--- config.mk ---
export PLATFORM = sky130hd
export DESIGN_NAME = fz_rule_decoder
export DESIGN_NICKNAME = d
export VERILOG_FILES = /design/src/rtl/fz_pkg.sv /design/src/rtl/fz_match_deg.sv /design/src/rtl/fz_seq.sv /design/src/rtl/fz_weight_store.sv /design/src/rtl/fz_rule_decoder.sv
export SDC_FILE = /design/constraint.sdc
export NUM_CORES = 1
export LEC_CHECK = 0
export ABC_AREA = 1
export BUFFER_PORTS_ARGS = -buffer_cell sky130_fd_sc_hd__buf_2
export CAP_MARGIN = 20
export CORE_UTILIZATION = 35
export CTS_BUF_LIST = sky130_fd_sc_hd__clkbuf_8
export DETAILED_ROUTE_END_ITERATION = 8
export PLACE_DENSITY = 0.53
export SETUP_SLACK_MARGIN = 0.2
export SYNTH_ARGS = -nofsm -noshare
export SYNTH_HDL_FRONTEND = slang
export SYNTH_SLANG_ARGS = --single-unit
--- constraint.sdc ---
create_clock -name clk -period 25.5 [get_ports clk]
set_input_delay 3.825 -clock clk [delete_from_list [all_inputs] [get_ports clk]]
set_output_delay 3.825 -clock clk [all_outputs]
set_load 0.1 [all_outputs]
--- src/rtl/fz_pkg.sv ---
package fz_pkg;
   // Overlap classification produced in the first half of a rule slot
   typedef enum logic [1:0] {
      MD_NONE  = 2'd0,
      MD_FULL  = 2'd1,
      MD_CROSS = 2'd2
   } md_kind_e;
endpackage

--- src/rtl/fz_match_deg.sv ---
module fz_match_deg
   import fz_pkg::*;
#(
   parameter int PT_W    = 6,
   parameter int GRADE_W = 4
) (
   input  logic                 clk,
   input  logic                 rst_n,
   input  logic                 cap_en,
   input  logic [4*PT_W-1:0]    ant,
   input  logic [4*PT_W-1:0]    fin,
   output logic [GRADE_W-1:0]   grade
);
   localparam int DEN_W  = PT_W + 1;
   localparam int PROD_W = GRADE_W + PT_W;
   localparam logic [GRADE_W-1:0] G_MAX = '1;

   logic [PT_W-1:0] a [4];
   logic [PT_W-1:0] x [4];

   for (genvar j = 0; j < 4; j++) begin : g_unpack
      assign a[j] = ant[j*PT_W +: PT_W];
      assign x[j] = fin[j*PT_W +: PT_W];
   end

   // phase 1: classify the overlap and form crossover operands
   md_kind_e         kind_d, kind_q;
   logic [PT_W-1:0]  num_d, num_q;
   logic [DEN_W-1:0] den_d, den_q;
   logic [PT_W-1:0]  slope_1, slope_2;

   always_comb begin
      kind_d  = MD_NONE;
      num_d   = '0;
      den_d   = '0;
      slope_1 = '0;
      slope_2 = '0;
      if ((a[3] <= x[0]) || (x[3] <= a[0])) begin
         kind_d = MD_NONE;
      end else if ((a[1] <= x[2]) && (x[1] <= a[2])) begin
         kind_d = MD_FULL;
      end else if (a[2] < x[1]) begin
         kind_d  = MD_CROSS;
         num_d   = a[3] - x[0];
         slope_1 = a[3] - a[2];
         slope_2 = x[1] - x[0];
         den_d   = {1'b0, slope_1} + {1'b0, slope_2};
      end else begin
         kind_d  = MD_CROSS;
         num_d   = x[3] - a[0];
         slope_1 = x[3] - x[2];
         slope_2 = a[1] - a[0];
         den_d   = {1'b0, slope_1} + {1'b0, slope_2};
      end
   end

   always_ff @(posedge clk) begin
      if (!rst_n) begin
         kind_q <= MD_NONE;
         num_q  <= '0;
         den_q  <= '0;
      end else if (cap_en) begin
         kind_q <= kind_d;
         num_q  <= num_d;
         den_q  <= den_d;
      end
   end

   // phase 2: scale and divide to a grade
   logic [PROD_W-1:0] prod, quo;

   always_comb begin
      prod = PROD_W'(G_MAX) * PROD_W'(num_q);
      quo  = (den_q == '0) ? '0 : prod / PROD_W'(den_q);
      case (kind_q)
         MD_FULL:  grade = G_MAX;
         MD_CROSS: grade = quo[GRADE_W-1:0];
         default:  grade = '0;
      endcase
   end
endmodule

--- src/rtl/fz_seq.sv ---
module fz_seq #(
   parameter int N_RULES = 4,
   localparam int SEL_W  = $clog2(N_RULES)
) (
   input  logic             clk,
   input  logic             rst_n,
   input  logic             start,
   output logic             busy,
   output logic             done,
   output logic [SEL_W-1:0] sel,
   output logic             cap_en,
   output logic             wr_en
);
   localparam int CNT_W = SEL_W + 1;
   localparam logic [CNT_W-1:0] LAST = CNT_W'(2*N_RULES - 1);

   logic [CNT_W-1:0] cnt;

   assign sel    = cnt[CNT_W-1:1];
   assign cap_en = busy & ~cnt[0];
   assign wr_en  = busy &  cnt[0];

   always_ff @(posedge clk) begin
      if (!rst_n) begin
         busy <= 1'b0;
         done <= 1'b0;
         cnt  <= '0;
      end else begin
         done <= 1'b0;
         if (!busy) begin
            if (start) begin
               busy <= 1'b1;
               cnt  <= '0;
            end
         end else begin
            cnt <= cnt + 1'b1;
            if (cnt == LAST) begin
               busy <= 1'b0;
               done <= 1'b1;
            end
         end
      end
   end
endmodule

--- src/rtl/fz_weight_store.sv ---
module fz_weight_store #(
   parameter int N_RULES = 4,
   parameter int GRADE_W = 4,
   localparam int SEL_W  = $clog2(N_RULES)
) (
   input  logic                         clk,
   input  logic                         rst_n,
   input  logic                         wr_en,
   input  logic [SEL_W-1:0]             sel,
   input  logic [GRADE_W-1:0]           wdata,
   output logic [N_RULES*GRADE_W-1:0]   weights
);
   for (genvar k = 0; k < N_RULES; k++) begin : g_slot
      logic [GRADE_W-1:0] w_q;
      always_ff @(posedge clk) begin
         if (!rst_n)
            w_q <= '0;
         else if (wr_en && (sel == SEL_W'(k)))
            w_q <= wdata;
      end
      assign weights[k*GRADE_W +: GRADE_W] = w_q;
   end
endmodule

--- src/rtl/fz_rule_decoder.sv ---
module fz_rule_decoder #(
   parameter int N_RULES = 4,
   parameter int PT_W    = 6,
   parameter int GRADE_W = 4
) (
   input  logic                         clk,
   input  logic                         rst_n,
   input  logic                         start,
   input  logic [4*PT_W-1:0]            in_a,
   input  logic [4*PT_W-1:0]            in_b,
   input  logic [N_RULES*4*PT_W-1:0]    ant_a,
   input  logic [N_RULES*4*PT_W-1:0]    ant_b,
   output logic                         busy,
   output logic                         done,
   output logic [N_RULES*GRADE_W-1:0]   weights
);
   localparam int SEL_W  = $clog2(N_RULES);
   localparam int TRAP_W = 4 * PT_W;

   if (N_RULES < 2 || (N_RULES & (N_RULES - 1)) != 0) begin : g_bad_rules
      $error("N_RULES must be a power of two of at least 2");
   end
   if (PT_W < 2 || GRADE_W < 1) begin : g_bad_width
      $error("PT_W must be at least 2 and GRADE_W at least 1");
   end

   logic [SEL_W-1:0]   sel;
   logic               cap_en, wr_en;
   logic [TRAP_W-1:0]  ant_sel [2];
   logic [TRAP_W-1:0]  fin     [2];
   logic [GRADE_W-1:0] deg     [2];
   logic [GRADE_W-1:0] w_min;

   fz_seq #(.N_RULES(N_RULES)) u_seq (
      .clk    (clk),
      .rst_n  (rst_n),
      .start  (start),
      .busy   (busy),
      .done   (done),
      .sel    (sel),
      .cap_en (cap_en),
      .wr_en  (wr_en)
   );

   // rule multiplexers, one per input variable
   assign ant_sel[0] = ant_a[sel*TRAP_W +: TRAP_W];
   assign ant_sel[1] = ant_b[sel*TRAP_W +: TRAP_W];
   assign fin[0]     = in_a;
   assign fin[1]     = in_b;

   for (genvar v = 0; v < 2; v++) begin : g_match
      fz_match_deg #(.PT_W(PT_W), .GRADE_W(GRADE_W)) u_md (
         .clk    (clk),
         .rst_n  (rst_n),
         .cap_en (cap_en),
         .ant    (ant_sel[v]),
         .fin    (fin[v]),
         .grade  (deg[v])
      );
   end

   assign w_min = (deg[0] < deg[1]) ? deg[0] : deg[1];

   fz_weight_store #(.N_RULES(N_RULES), .GRADE_W(GRADE_W)) u_store (
      .clk     (clk),
      .rst_n   (rst_n),
      .wr_en   (wr_en),
      .sel     (sel),
      .wdata   (w_min),
      .weights (weights)
   );
endmodule

; After elaboration in Yosys (flattened, before gate mapping)
; Cells that the tools add are included.
[totals]
regBits = 51
latchBits = 0
ramBits = 0
romBits = 0
output_inout_bits = 18
word_cells = 99
memories = 0
[op_classes]
addsub = 17
multipliers = 3
n_div = 2
n_lt_le_gt_ge = 11
eq_ne = 8
n_shift = 2
n_mux = 27
bitwise_logic = 3
reduce_logical = 13
[ops]
columns = operator, count
row1 = variable part select 96 x 8 -> 24 bit, 2
row2 = subtractor 6 bit, 12
row3 = <= comparator 6 bit, 8
row4 = 2-to-1 mux 7 bit, 6
row5 = 2-to-1 mux 6 bit, 6
row6 = adder 6 x 6 -> 7 bit, 4
row7 = divider 10 x 7 -> 10 bit, 2
row8 = "multiplier 4 x 6 -> 10 bit, first input constant", 2
row9 = case mux 4 bit (2 select lines), 2
row10 = zero test 7 bit, 2
row11 = < comparator 6 bit, 2
row12 = 2-to-1 mux 4 bit, 3
row13 = "== test 2 bit, second input constant", 4
row14 = 2-to-1 mux 2 bit, 4
row15 = "== test 2 x 1 -> 1 bit, second input constant", 3
row16 = logical AND 1 bit, 6
row17 = 2-to-1 mux 3 bit, 2
row18 = < comparator 4 bit, 1
row19 = "multiplier 2 x 2 -> 4 bit, second input constant", 1
row20 = 2-to-1 mux 1 bit, 4
row21 = "adder 3 x 1 -> 3 bit, second input constant", 1
row22 = "== test 3 bit, second input constant", 1
row23 = bitwise AND 1 bit, 2
row24 = zero test 2 bit, 1
row25 = 4 further kinds, 5

; Longest topological paths before layout
; Gate-level depths: netlist of the first run.
[depth]
word_depth = 7
ltp_mapped = 128
mapped_depth_nobuf = 125

; Hierarchy
; From an unflattened synthesis of the first run, not the netlist that was laid out.
[unflattened]
cells_unflattened = 2063
area_unflattened_um2 = 13570.5
[modules_own_cells]
columns = mod, n_inst, cells_per_inst, area_per_inst_um2
row1 = fz_match_deg (g_match[0].u_md), 1, 827, 5585.4
row2 = fz_match_deg (g_match[1].u_md), 1, 801, 5487.8
row3 = fz_rule_decoder, 1, 300, 1545.2
row4 = fz_weight_store, 1, 105, 709.4
row5 = fz_seq, 1, 30, 242.7

; Worst setup path after synthesis of the first run
; OpenSTA, ideal clock, no wires.
[synth_path]
kind = flip-flop to flip-flop
from = register g_match[0].u_md.num_q[3]
to = register u_store.g_slot[3].w_q[1]
setup_time_ns = 0.109
arrival_time_ns = 14.655
required_ns = 25.391
path_slack_ns = 10.736
stages_incl_launch_ff = 126
n_path_buf = 3
cell_sequence = dfxtp_1 > inv_1 > fa_1 > fa_1 > inv_1 > ha_1 > or2_1 > nand3_1 > nand2_1 > nand2_1 > nand2_1 > ha_1 > or2_2 > nand3_1 > nand3_1 > nand2_1 > inv_1 > ha_1 > (+90 left out) > nor2_1 > o221ai_1 > a21oi_1 > nand2_1 > nor2_1 > nand3_1 > nand2_1 > nand2_1 > nand2_1 > nand2_1 > nand2_1 > nand2_2 > nand2_4 > nand2_4 > nand2_2 > nand3_1 > nand2_1 > inv_1
[synth_via]
elab_chain_len = 6
[synth_lines]
columns = item, line_no
row1 = from (decl), fz_match_deg.sv:28  ; logic [PT_W-1:0] num_d, num_q;
row2 = from (signal assigned), fz_match_deg.sv:64  ; num_q <= num_d;
row3 = multiplier 4 x 6 -> 10 bit (*), fz_match_deg.sv:73  ; prod = PROD_W'(G_MAX) * PROD_W'(num_q);
row4 = divider 10 x 7 -> 10 bit (*), fz_match_deg.sv:74  ; quo = (den_q == '0) ? '0 : prod / PROD_W'(den_q);
row5 = 2-to-1 mux 4 bit (*), fz_match_deg.sv:74
row6 = case mux 4 bit (2 select lines) (*), fz_match_deg.sv:75  ; case (kind_q)
row7 = < comparator 4 bit, fz_rule_decoder.sv:62  ; assign w_min = (deg[0] < deg[1]) ? deg[0] : deg[1];
row8 = 2-to-1 mux 4 bit (*), fz_rule_decoder.sv:62
row9 = to (signal assigned), fz_weight_store.sv:19  ; w_q <= wdata;
row10 = to (decl), fz_weight_store.sv:14  ; logic [GRADE_W-1:0] w_q;
; Every way passes the cells marked *; elsewhere a longest branch is shown, timed or not.
; A chain may end at the register's enable or synchronous reset.

; Worst setup path in the final report of the first run
[layout_path]
from = register g_match[1].u_md.num_q[3]
to = register u_store.g_slot[3].w_q[0]
[layout_via]
elab_chain_len = 6
[layout_lines]
columns = item, line_no
row1 = from (decl), fz_match_deg.sv:28
row2 = from (signal assigned), fz_match_deg.sv:64
row3 = multiplier 4 x 6 -> 10 bit (*), fz_match_deg.sv:73
row4 = divider 10 x 7 -> 10 bit (*), fz_match_deg.sv:74
row5 = 2-to-1 mux 4 bit (*), fz_match_deg.sv:74
row6 = case mux 4 bit (2 select lines) (*), fz_match_deg.sv:75
row7 = < comparator 4 bit, fz_rule_decoder.sv:62
row8 = 2-to-1 mux 4 bit (*), fz_rule_decoder.sv:62
; Marked as above.

==> metrics.md, run 1 <==
| Metric | Value |
|---|---|
| Reg2reg setup slack | `~9000 ps` |
| Die area | `36900 sq um` |
| Inserted Clock Buffers | `5` |
| Slowest CP cell | `a221oi_1` |
| First-pass GRT wire length | `~61000 microns` |
| Vias in the first global route | `around 12000` |
| RSZ-0062 raised after global routing | `false` |
| Post-synth top area cell | `ha_1` |
| Setup-failing EPs final | `0` |
| CTS root buffer | `clkbuf_8` |
| M2 GR Usage | `0.383` |
| DPL Wire Length | `approximately 34000 microns` |
| Initial core utilization | `0.355` |
| Synth top cells by count | `nand2_1 (385), inv_1 (281), ha_1 (249), a21oi_1 (137), nor2_1 (116)` |
| Area Overhead vs Synth | `15.2%` |
| F_max | `between 60 and 70 MHz` |
| Crit path DAT | `between 15000 and 20000 ps` |
| Largest net degree at the start of global routing | `~50` |
| Top post-synthesis cells by area | `ha_1 (25%), nand2_1 (11%), inv_1 (8.3%)` |
| Sequential fraction of the synthesis area | `0.0808` |
| Worst Reg-to-Reg Cells | `107` |
| Initial drt markers | `between 500 and 600` |
| # IOs | `261` |
| Clk pin slew, worst setup/hold paths | `roughly 130 ps` |
| Met1 layer usage reported by global route | `0.260` |
| Nature of the critical path startpoint | `flip-flop` |
| Status | `complete, no violations` |
| Synthesized area per cell | `6.73 sq um` |
| Vias | `~13000` |
| WHS | `between 400 and 500 ps` |
| Post-CTS Hold Buffers | `0` |
| GRT Total Usage | `0.210` |
| Synth Net Count | `around 2400` |
| #FFs+latches synth | `roughly 50` |
| WL final | `38600 microns` |
| Crit path to | `u_store.g_slot[3].w_q[0]$_SDFFE_PN0P_` |
| Clock sinks | `slightly above 50` |
| Worst reg2reg endpoint | `u_store.g_slot[3].w_q[0]$_SDFFE_PN0P_` |
| Final period utilization | `0.650` |
| Post-synth EDFFs | `0` |
| Vias per cell | `4.97` |
| Tightest Pin Transition | `roughly 1000 ps` |
| Top_reg_cell synth | `dfxtp_1` |
| Max FO, Critical Path | `13` |
| Final nets | `about 2600` |
| R2R Path Start | `g_match[1].u_md.num_q[3]$_SDFFE_PN0P_` |
| CTS tree | `yes` |
| Origin of the worst setup path | `g_match[1].u_md.num_q[3]$_SDFFE_PN0P_` |
| Pins Over Slew Limit | `0` |
| Most Crowded Layer GR | `met2` |
| Die Ht | `192 microns` |
| Share of the synthesized area in the top cell type | `0.247` |
| Layout cells sized above 1 | `0.172` |
| Cells on Worst Hold Path | `2` |
| Final TNS setup | `0 ps` |
| Crit path largest cell delay | `roughly 640 ps` |
| M3 GR Usage | `0.0155` |
| Final hold viol count | `0` |
| Total placed cells including tap cells | `between 2000 and 3000` |
| Die width | `~190 microns` |
| Gr ovfl total | `0` |
| Non-filler cells, final | `approximately 2600` |
| H-tree Lvls | `2` |
| Yosys cell types | `53` |
| Core box area | `approximately 36000 sq um` |
| Worst min path class | `flip-flop to flip-flop` |
| Finished Cell Area | `approximately 15000 sq um` |
| Fin crit period | `roughly 17000 ps` |
| Worst path most repeated cell | `nand2_1` |
| Cells after synthesis | `1878` |
| Clock tree buffer depth | `2` |
| Dpl cell area | `~14000 sq um` |
| # rows | `slightly below 70` |
| DRC violations left | `0` |
| Count leader, synth | `nand2_1` |
| Postcts setup bufs | `0` |
| Routability cong. | `about 0.89` |
| Buffers added on ports | `260` |
| Initial antenna violation count | `2` |
| Warnings, synthesis | `0` |
| Synthesized cell area | `~13000 sq um` |
| Router iterations before antenna repair | `4` |
| Nature of the critical path endpoint | `flip-flop` |
| Post-CTS sizing | `0` |
| Clock skew | `approximately 21 ps` |
| Post-DRT Antenna Nets | `0` |
| Max-cap viol count | `0` |
| CP required | `between 20000 and 30000 ps` |
| Worst skew pair latency | `350 ps` |
| Async SR Flop Fraction | `0` |
| Worst slew margin | `0.319` |
| Crit Path Class | `flip-flop to flip-flop` |
| Avg WL per Cell | `15.0 microns` |
[placed cells by master, fill, tap and decap left out, types with 11 or more instances in the layout]
master	count
nor2_1	114
a22o_1	24
inv_1	281
fa_1	34
nand2_2	14
nand3_2	12
inv_2	19
a21oi_1	137
nand4_1	13
a21o_1	11
xnor2_1	43
o21bai_1	13
nand3_1	106
dfxtp_1	51
o21ai_0	75
buf_2	260
nand2_1	385
or2_2	17
xor2_1	64
a22oi_1	40
ha_1	249
a221oi_1	25
[how the worst min path moves through the flow]
stage	startpoint	to
finish	g_match[0].u_md.den_q[3]$_SDFFE_PN0P_	g_match[0].u_md.den_q[3]$_SDFFE_PN0P_
global route	g_match[1].u_md.den_q[3]$_SDFFE_PN0P_	g_match[1].u_md.den_q[3]$_SDFFE_PN0P_
CTS	g_match[0].u_md.den_q[3]$_SDFFE_PN0P_	g_match[0].u_md.den_q[3]$_SDFFE_PN0P_
detailed placement	g_match[0].u_md.den_q[3]$_SDFFE_PN0P_	g_match[0].u_md.den_q[3]$_SDFFE_PN0P_
global placement	g_match[0].u_md.den_q[3]$_SDFFE_PN0P_	g_match[0].u_md.den_q[3]$_SDFFE_PN0P_
floorplan	g_match[0].u_md.den_q[3]$_SDFFE_PN0P_	g_match[0].u_md.den_q[3]$_SDFFE_PN0P_
[state kept, by name (all words and copies together) (netlist names)]
signal and cells:
g_match.u_md.kind_q 4, u_store.g_slot.w_q 16, u_seq.busy 1, g_match.u_md.num_q 12, g_match.u_md.den_q 14, u_seq.cnt 3, u_seq.done 1
[area by class of cell]
cell class / instances / area (sq um)
repair buffers: 267 / 1370
inverters: 300 / 1130
diodes: 2 / 5.00
well taps: 461 / 577
flip-flops and latches: 51 / 1020
multi-input cells: 1488 / 10300
clock buffers: 5 / 68.8
clock inverters: 3 / 27.5
fillers: 3894 / 21000
[metal layers]
metal / routed length [microns] / up-vias / share of wire
li1: - / 6754 / -
met1: 17300 / 5762 / 0.45
met2: 19100 / 255 / 0.49
met3: 1120 / 37 / 0.029
met4: 1080 / 0 / 0.028
met5: 0 / - / 0
[logic make-up after synthesis]
logic type	after synthesis	synth area share
compound gates	388	0.195
xor+xnor	107	0.0742
fa+ha+maj	283	0.300
buf+inv	339	0.101
flops	51	0.0808
simple gates	710	0.248
[worst max-delay path: cells and delay by family (launching register included)]
family                     cells  cell delay, ps
AOI/OAI and AO/OA             29            5050
and+or+nand+nor               49            5030
adders and majority gates     13            4250
buffers and inverters         16            1610
DFF                            1             490
[stage by stage]
step	util	setup slack (ps)
after floorplan	-	10740
after global placement	0.405	9160
after detailed placement	0.405	9000
after CTS	0.408	8880
after global routing	0.409	7180
final	0.409	8920
Power of run 1 is left out: the tool's default activity adds up to more than one toggle a clock period on the data nets, which glitch-free logic cannot reach.
==> run 2: changes to the inputs <==
--- a/config.mk
+++ b/config.mk
@@ -5,7 +5,7 @@
 export SDC_FILE = /design/constraint.sdc
 export NUM_CORES = 1
 export LEC_CHECK = 0
-export ABC_AREA = 1
+export ABC_AREA = 0
 export BUFFER_PORTS_ARGS = -buffer_cell sky130_fd_sc_hd__buf_2
 export CAP_MARGIN = 20
 export CORE_UTILIZATION = 35
==> constraint.sdc (replaced) <==
create_clock -name clk -period 17.2 [get_ports clk]
set_input_delay 2.58 -clock clk [delete_from_list [all_inputs] [get_ports clk]]
set_output_delay 2.58 -clock clk [all_outputs]
set_load 0.1 [all_outputs]
==> metrics.md, run 2 <==
| Metric | Value |
|---|---|
| PnR worst setup slack | `around 950 ps` |
| Most frequent cells in the layout | `buf_2 (260), ha_1 (236), inv_1 (167), buf_4 (153), a21oi_1 (122)` |
| Router iterations before antenna repair | `5` |
| Final hold viol count | `0` |
| Warnings, synthesis | `0` |
| Post-synthesis xor/xnor area fraction | `0.0737` |
| Worst min path class | `flip-flop to flip-flop` |
| Max FO, Critical Path | `9` |
| Final period utilization | `0.945` |
| # rows | `70` |
| Cells on Worst Hold Path | `2` |
| Dpl cell area | `~16000 sq um` |
| Synth Area in Compound Gates | `0.242` |
| Sequential fraction of the synthesis area | `0.0774` |
| Clock sinks | `slightly above 50` |
| Synth Net Count | `about 2100` |
| Clock tree buffer depth | `2` |
| Final nets | `2524` |
| Vias | `between 10000 and 15000` |
| DPL Wire Length | `about 34000 microns` |
| Post-DRT Antenna Nets | `0` |
| Vias in the first global route | `roughly 13000` |
| Synthesized cell area | `13200 sq um` |
| R2R Path Start | `g_match[0].u_md.num_q[1]$_SDFFE_PN0P_` |
| WL final | `39500 microns` |
| H-tree Lvls | `2` |
| Initial antenna violation count | `0` |
| Clk pin slew, worst setup/hold paths | `roughly 110 ps` |
| Vias per cell | `between 5 and 6` |
| Reg2reg setup slack | `about 950 ps` |
| Finished Cell Area | `between 15000 and 20000 sq um` |
| Synth Area in Simple Gates | `0.150` |
| CP required | `about 17000 ps` |
| Die width | `~200 microns` |
| Die Ht | `196 microns` |
| Crit Path Class | `flip-flop to flip-flop` |
| Top flop regs | `u_store.g_slot.w_q (16), g_match.u_md.den_q (14), g_match.u_md.num_q (12)` |
| Tightest Pin Transition | `between 900 and 1000 ps` |
| Routability cong. | `about 0.86` |
| Share of the synthesized area in the top cell type | `0.236` |
| Top post-synthesis cells by area | `ha_1 (24%), mux4_2 (8.2%), dfxtp_1 (7.7%)` |
| Worst Reg-to-Reg Cells | `~80` |
| Min-delay src | `u_store.g_slot[1].w_q[0]$_SDFFE_PN0P_` |
| Setup-failing EPs final | `0` |
| Origin of the worst setup path | `g_match[0].u_md.num_q[1]$_SDFFE_PN0P_` |
| Yosys cell types | `a little under 80` |
| GRT Total Usage | `0.198` |
| Layout cells sized above 1 | `0.304` |
| Async SR Flop Fraction | `0` |
| Worst reg2reg endpoint | `u_store.g_slot[2].w_q[2]$_SDFFE_PN0P_` |
| CTS tree | `yes` |
| Nature of the critical path endpoint | `flip-flop` |
| Synthesized area per cell | `between 8 and 9 sq um` |
| Die area | `about 38000 sq um` |
| DRC violations left | `0` |
| Adder-cell share of the synthesized area | `0.288` |
| Cells after synthesis | `1612` |
| Slowest CP cell | `fa_1` |
| Antenna cells | `0` |
| Avg WL per Cell | `around 16 microns` |
| F_max | `slightly above 60 MHz` |
| Largest net degree at the start of global routing | `54` |
| Status | `complete, no violations` |
| #FFs+latches synth | `51` |
| Crit path DAT | `~16000 ps` |
| Area Overhead vs Synth | `27.6%` |
| Core box area | `36900 sq um` |
| Count leader, synth | `ha_1` |
| Fin crit period | `16250 ps` |
| Hold path endpoint | `u_store.g_slot[1].w_q[0]$_SDFFE_PN0P_` |
| Worst path most repeated cell | `ha_1` |
| Worst skew pair latency | `about 320 ps` |
| Pins Over Slew Limit | `0` |
| Post-synth EDFFs | `0` |
| Clock skew | `around 16 ps` |
| Inserted Clock Buffers | `5` |
| Top_reg_cell synth | `dfxtp_1` |
| Largest family of logic cells by synthesized area | `adder cells` |
| Max-cap viol count | `0` |
| Top reg by flops | `u_store.g_slot.w_q` |
| Worst slew margin | `0.329` |
| Initial drt markers | `473` |
| Multiplexer share of the synthesized area | `0.109` |
| Initial core utilization | `0.358` |
| Commonest non-fill, non-tap cell in the layout | `buf_2` |
| Nature of the critical path startpoint | `flip-flop` |
| WHS | `just under 500 ps` |
| # IOs | `between 200 and 300` |
| CTS root buffer | `clkbuf_8` |
| Post-synth top area cell | `ha_1` |
| Crit path largest cell delay | `510 ps` |
| Buffers added on ports | `260` |
| Synth top cells by count | `ha_1 (249), inv_1 (172), a21oi_1 (137), nor2_1 (112), nand2_1 (84)` |
| Layout fillers | `3738` |
| Setup WS pre-CTS | `-458 ps` |
| Gr ovfl total | `0` |
| Max FFs per register | `16` |
| First-pass GRT wire length | `approximately 62000 microns` |
## run 2: changes by cell type in the layout (fill, tap and decap cells not counted), moves of 38 or more
cell,delta
nand2_1,-301
buf_4,+147
inv_1,-114
nand3_1,-93
a21o_1,+52
mux4_2,+48
o21a_1,+39
a22oi_1,-38
## run 2: per-layer routing
layer | vias to the layer above | track usage | routed length [microns]
li1 | 6670 | - | -
met1 | 6043 | 0.259 | 18500
met2 | 272 | 0.351 | 19000
met3 | 37 | 0.0129 | 1170
met4 | 0 | 0.0535 | 847
met5 | - | 0 | 0
## run 2: worst max-delay path: cells and delay by family, from the launching register on
kind                       cells  cell delay, ps
AOI/OAI and AO/OA             38            6630
buffers and inverters         13            1750
xor gates and xnor gates       1             170
adders and majority gates     13            4120
and+or+nand+nor               12            2490
DFF                            1             350
muxes                          2             570
## run 2: worst max-delay path by stage
stage	end	slack [ps]	cells past startpoint
2_1_floorplan	u_store.g_slot[0].w_q[1]$_SDFFE_PN0P_	210	80
3_3_place_gp	u_store.g_slot[2].w_q[2]$_SDFFE_PN0P_	-20	80
3_5_place_dp	u_store.g_slot[2].w_q[2]$_SDFFE_PN0P_	-460	81
4_1_cts	u_store.g_slot[2].w_q[2]$_SDFFE_PN0P_	250	78
5_1_grt	u_store.g_slot[2].w_q[2]$_SDFFE_PN0P_	-20	85
6_report	u_store.g_slot[2].w_q[2]$_SDFFE_PN0P_	950	79
## run 2: metrics by stage
step                       util  instances  TNS (ps)
after detailed placement  0.435       2474     -4930
after global placement    0.435       2474     -88.5
after CTS                 0.441       2482         0
after global routing      0.457       2503     -15.2
after floorplan               -       1612         0
final                     0.457       2503         0
## run 2: logic make-up after synthesis
family                     Yosys count
DFF                                 51
AOI/OAI and AO/OA                  478
adders and majority gates          283
and+or+nand+nor                    397
xor gates and xnor gates           111
muxes                               82
buffers and inverters              210
## run 2: final cells by class
type / count / area [sq um] / area share
clock inverters: 3 / 33.8 / 0.00201
inverters: 172 / 646 / 0.0383
clock buffers: 5 / 68.8 / 0.00408
flip-flops and latches: 51 / 1030 / 0.0613
well taps: 504 / 631 / 0.0374
multi-input cells: 1352 / 11900 / 0.709
repair buffers: 416 / 2490 / 0.148
## run 2: what timing repair did
| action | in CTS | in global routing |
|---|---|---|
| setup endpoints to repair | 12 | 12 |
| setup buffers | 0 | 19 |
| resized for setup | 28 | 104 |
| hold buffers | 0 | 0 |
| pin swaps | 2 | 42 |
| cloned | 0 | 1 |
Power of run 2 is left out for the same reason.
